`config.mk`:
```
export PLATFORM = sky130hd
export DESIGN_NAME = sys_ctl_port
export DESIGN_NICKNAME = d
export VERILOG_FILES = /design/src/rtl/sys_ctl_pkg.sv /design/src/rtl/sys_ctl_decode.sv /design/src/rtl/sys_ctl_reg.sv /design/src/rtl/sys_ctl_port.sv
export SDC_FILE = /design/constraint.sdc
export NUM_CORES = 1
export LEC_CHECK = 0
export BUFFER_PORTS_ARGS = -buffer_cell sky130_fd_sc_hd__buf_4
export CORE_AREA = 5 5 42 44
export CTS_BUF_LIST = sky130_fd_sc_hd__clkbuf_4 sky130_fd_sc_hd__clkbuf_8
export CTS_CLUSTER_SIZE = 24
export DETAILED_ROUTE_END_ITERATION = 7
export DIE_AREA = 0 0 47 49
export GPL_TIMING_DRIVEN = 0
export PLACE_DENSITY = 0.85
export SYNTH_ARGS = -nofsm -noshare
export SYNTH_HDL_FRONTEND = slang
export SYNTH_HIERARCHICAL = 1
export SYNTH_SLANG_ARGS = --single-unit
```
`constraint.sdc`:
```
create_clock -name clk_i -period 1.3 [get_ports clk_i]
set_input_delay 0.065 -clock clk_i [delete_from_list [all_inputs] [get_ports clk_i]]
set_output_delay 0.065 -clock clk_i [all_outputs]
set_load 0.05 [all_outputs]
```
`src/rtl/sys_ctl_pkg.sv`:
```
package sys_ctl_pkg;
  localparam int unsigned DATA_W   = 8;
  localparam int unsigned RST_BIT  = 0;
  localparam int unsigned GATE_BIT = 1;
  localparam logic [DATA_W-1:0] RST_MASK = DATA_W'(1) << RST_BIT;
endpackage

```
`src/rtl/sys_ctl_decode.sv`:
```
module sys_ctl_decode #(
  parameter int unsigned        ADDR_W    = 16,
  parameter logic [ADDR_W-1:0]  PORT_ADDR = ADDR_W'('h92)
) (
  input  logic [ADDR_W-1:0] addr_i,
  input  logic              wr_i,
  input  logic              rd_i,
  output logic              wr_hit_o,
  output logic              rd_hit_o
);
  logic sel;
  assign sel      = (addr_i == PORT_ADDR);
  assign wr_hit_o = wr_i & sel;
  assign rd_hit_o = rd_i & sel;
endmodule

```
`src/rtl/sys_ctl_reg.sv`:
```
module sys_ctl_reg
  import sys_ctl_pkg::*;
(
  input  logic              clk_i,
  input  logic              rst_ni,
  input  logic              soft_rst_i,
  input  logic              wr_hit_i,
  input  logic [DATA_W-1:0] wdata_i,
  output logic [DATA_W-1:0] ctl_q_o,
  output logic              req_q_o
);
  logic [DATA_W-1:0] ctl_q, ctl_d;

  always_comb begin
    ctl_d = wr_hit_i ? wdata_i : ctl_q;
    if (soft_rst_i) ctl_d = ctl_d & ~RST_MASK;  // soft reset touches only bit 0
  end

  always_ff @(posedge clk_i or negedge rst_ni) begin
    if (!rst_ni) begin
      ctl_q   <= '0;
      req_q_o <= 1'b0;
    end else begin
      ctl_q   <= ctl_d;
      req_q_o <= wr_hit_i & wdata_i[RST_BIT];
    end
  end

  assign ctl_q_o = ctl_q;

  a_r2_write_stores: assert property (@(posedge clk_i) disable iff (!rst_ni)
    $past(wr_hit_i) && !$past(soft_rst_i) |-> ctl_q == $past(wdata_i));
  a_r6_soft_keeps_upper: assert property (@(posedge clk_i) disable iff (!rst_ni)
    soft_rst_i && !wr_hit_i |=> !ctl_q[RST_BIT] &&
      ctl_q[DATA_W-1:1] == $past(ctl_q[DATA_W-1:1]));
  a_r8_idle_stable: assert property (@(posedge clk_i) disable iff (!rst_ni)
    !wr_hit_i && !soft_rst_i |=> $stable(ctl_q));
  a_r5_req_cause: assert property (@(posedge clk_i) disable iff (!rst_ni)
    req_q_o |-> $past(wr_hit_i) && $past(wdata_i[RST_BIT]));
endmodule

```
`src/rtl/sys_ctl_port.sv`:
```
module sys_ctl_port
  import sys_ctl_pkg::*;
#(
  parameter int unsigned       ADDR_W    = 16,
  parameter logic [ADDR_W-1:0] PORT_ADDR = ADDR_W'('h92)
) (
  input  logic              clk_i,
  input  logic              rst_ni,
  input  logic              soft_rst_i,
  input  logic [ADDR_W-1:0] addr_i,
  input  logic              wr_i,
  input  logic              rd_i,
  input  logic [7:0]        wdata_i,
  output logic [7:0]        rdata_o,
  input  logic              kbc_gate_i,
  output logic              gate_o,
  output logic              rst_req_o
);
  logic              wr_hit, rd_hit;
  logic [DATA_W-1:0] ctl_q;

  sys_ctl_decode #(.ADDR_W(ADDR_W), .PORT_ADDR(PORT_ADDR)) u_decode (
    .addr_i  (addr_i),
    .wr_i    (wr_i),
    .rd_i    (rd_i),
    .wr_hit_o(wr_hit),
    .rd_hit_o(rd_hit)
  );

  sys_ctl_reg u_reg (
    .clk_i     (clk_i),
    .rst_ni    (rst_ni),
    .soft_rst_i(soft_rst_i),
    .wr_hit_i  (wr_hit),
    .wdata_i   (wdata_i),
    .ctl_q_o   (ctl_q),
    .req_q_o   (rst_req_o)
  );

  assign gate_o  = ctl_q[GATE_BIT] | kbc_gate_i;
  assign rdata_o = rd_hit ? ctl_q : '0;

  a_r4_req_from_port: assert property (@(posedge clk_i) disable iff (!rst_ni)
    wr_i && addr_i == PORT_ADDR && wdata_i[RST_BIT] |=> rst_req_o);
  a_r8_miss_no_req: assert property (@(posedge clk_i) disable iff (!rst_ni)
    !(wr_i && addr_i == PORT_ADDR) |=> !rst_req_o);
  a_r3_gate_follows: assert property (@(posedge clk_i) disable iff (!rst_ni)
    kbc_gate_i |-> gate_o);
endmodule

```
==> key figures <==
Synthesis
  – Synth Net Count: 68
  – Synth cell types: 13
  – Synth Cell Area: 493 sq um
  – Sequential cell area fraction in the yosys report: 0.457
  – Synthesized area per cell: 13.0 sq um
  – Dominant cell type by area after synthesis: dfrtp_1
  – Synth Warn #: 6
  – Synth area leaders: dfrtp_1 (46%), mux2_4 (21%), and2_1 (10%)
  – Register bit total from synthesis: 9
  – Cells after synthesis: 38
  – Yosys top cell area share: 0.457

Floorplan
  – Die H: 49 um
  – # IOs: 40
  – Die W: 47 um
  – Row cnt: 14
  – CORE AREA: 1400 sq um
  – Initial Util: 0.352
  – Die area: 2300 sq um

Place
  – GP Congestion: 0.632
  – IO buf count: 39
  – Placed instance count: 93
  – DP Wirelength: 1080 um
  – Cell Area, Placed: 806 sq um

Clock tree
  – Clk buf depth: 2
  – H-tree depth: 1
  – Clock Latency Late Sink: 0.25 ns
  – Clock slew at reported path FFs: 0.06 ns
  – Root Driver: clkbuf_4
  – Sinks on the clock net: 9
  – CTS Buf Count: 3
  – CTS tree: built

Routing
  – Antenna viol nets, final: 0
  – Routed vias/inst: 4.71
  – Drt total wl: 1350 um
  – Vias: 471
  – DRT iter0 DRCs: 0
  – DR WL/cell: 13.5 um
  – First-pass detailed-route iteration total: 1
  – DRC viols: 0

Run
  – Total of max-cap violations: 0

Timing
  – Peak Freq: 748 MHz
  – Transition time of the tightest slew-check pin: 0.227 ns
  – Clock Skew: 0 ns
  – Final Hold Vio Count: 0
  – Fin crit period: 1.34 ns
  – Tcrit/Tclk final: 1.03
  – Final Setup Violations: 8
  – RSZ-0062 raised after global routing: true
  – Final WS setup: -0.0372 ns
  – Count of final max-slew check failures: 0
  – Max_slew headroom: 0.848

Layout
  – Fill cells: 107
  – Post-route cell area: 1010 sq um
  – Layout area overhead: 104%
  – Layout Cells excl Fill: 100
  – Nets: 115
  – Layout cells sized above 1: 0.798
  – Diodes inserted: 0

Setup path
  – Data arrival, critical path: 1.27 ns
  – Reg2Reg Setup Slack: 0.53 ns
  – CP Launch Point: addr_i[9]
  – R2r startpoint: u_reg/ctl_q_o[1]
  – CP Class: in -> out
  – Critical-path maximum fanout: 8
  – Setup crit end kind: primary output
  – WP data required: 1.24 ns
  – Critical Path Sink: rdata_o[2]
  – CP Launch Type: input port
  – Cells on worst reg2reg path: 1
  – Worst r2r dst: u_reg/ctl_q_o[1]

Power and ir drop
  – Leakage: 0.497 nW
  – Worst vdd ir: 0.000393 V
  – Cell Pwr Density: 612 nW/um^2
  – Total Power: 0.616 mW

Global route
  – Remaining Overflow, GRT: 0
  – First-pass GRT wire length: 2230 um
  – Largest net degree at the start of global routing: 10
  – Vias in the first global route: 551
  – All-Layer GR Usage: 0.133
  – Initial antenna violation count: 0

Hold path
  – Type of the worst min-delay path: in -> reg

Outcome
  – Status: complete, but fails checks
  – Violated checks: setup timing
[how the worst min path moves through the flow]
stage | from | endpoint | slack (ns) | cells past startpoint
after global routing | wdata_i[7] | u_reg/ctl_q_o[7] | 0.04 | 2
final | wdata_i[6] | u_reg/ctl_q_o[6] | 0.05 | 2
after floorplan | rst_ni | u_reg/ctl_q_o[0] | -0.23 | 0
after global placement | rst_ni | u_reg/ctl_q_o[5] | -0.11 | 1
after detailed placement | rst_ni | u_reg/ctl_q_o[5] | -0.11 | 1
after CTS | wdata_i[6] | u_reg/ctl_q_o[6] | 0.04 | 2
[synth_stat cells]
master    count
dfrtp_1       9
and2_1        8
mux2_4        7
nor2_1        3
inv_1         2
nor4_2        2
and2_2        1
and4bb_2      1
buf_6         1
mux2i_1       1
nand4_1       1
nor4b_2       1
or2_1         1
[power breakdown]
part | switching [mW] | internal, mW | total (mW) | leakage (nW)
Sequential | 0.0000420 | 0.280 | 0.280 | 0.126
Combinational | 0.0375 | 0.0755 | 0.113 | 0.353
Clock | 0.0848 | 0.138 | 0.223 | 0.0184
Total | 0.122 | 0.494 | 0.616 | 0.497
[stage by stage]
stage	TNS, ns	hold slack [ns]	util	setup slack, ns
2_1_floorplan	0	-0.231	-	0.121
3_3_place_gp	-1.25	-0.108	0.575	-0.125
3_5_place_dp	-2.37	-0.107	0.575	-0.185
4_1_cts	-0.0535	0.0378	0.694	-0.00794
5_1_grt	-1.57	0.0374	0.719	-0.135
6_report	-0.229	0.0454	0.719	-0.0372
[flip-flops by register name, summed over array words and instances (netlist names)]
name	cells
u_reg/req_q_o	1
u_reg/ctl_q_o	8
[cell usage in the layout (no fill, tap or decap)]
master and n:
nor4b_4 1, nor2_4 2, and4bb_2 1, mux2_4 7
and2_4 8, mux2i_1 1, nor2_1 1, dlygate4sd3_1 2
dfrtp_1 9, nor4_4 2, inv_1 2, clkbuf_4 4
and2_2 1, buf_8 8, nand4_1 1, or2_1 1
buf_6 7, buf_4 26
[layout make-up]
| class | instances | area (sq um) | area share |
|---|---|---|---|
| buffer | 1 | 11.3 | 0.0112 |
| clock buffer | 4 | 30.0 | 0.0298 |
| inverter | 2 | 7.51 | 0.00745 |
| multi-input combinational | 26 | 310 | 0.308 |
| sequential | 9 | 225 | 0.224 |
| tap | 16 | 20.0 | 0.0199 |
| timing repair buffer | 42 | 403 | 0.400 |
[routing by layer]
metal / vias up / wire length [um] / track usage
met5: - / 0 / 0
met4: 0 / 14 / 0.0553
met3: 2 / 183 / 0.0406
met2: 29 / 693 / 0.219
met1: 218 / 461 / 0.153
li1: 222 / - / -
[repair_timing]
action                                  in CTS  in global routing
gates resized for setup                     31                  6
endpoints found under the setup margin       8                  8
pin swaps                                    6                 11
buffers inserted                             0                  1
hold endpoints to repair                    10                  0
hold buffers                                 2                  0
[worst max-delay path, cell delays in order]
cell,delay [ns]
buf_4,0.12
nor4b_4,0.25
nand4_1,0.23
nor2_4,0.26
and2_4,0.19
buf_8,0.14
[logic make-up (layout without fill, tap and decap cells)]
family | Yosys count | after routing | share of synthesized area
buffers and inverters | 3 | 49 | 0.0381
flip-flops | 9 | 9 | 0.457
multiplexers | 8 | 8 | 0.234
AND/OR/NAND/NOR | 18 | 18 | 0.272
No activity file was read; power rests on OpenSTA's default activity.
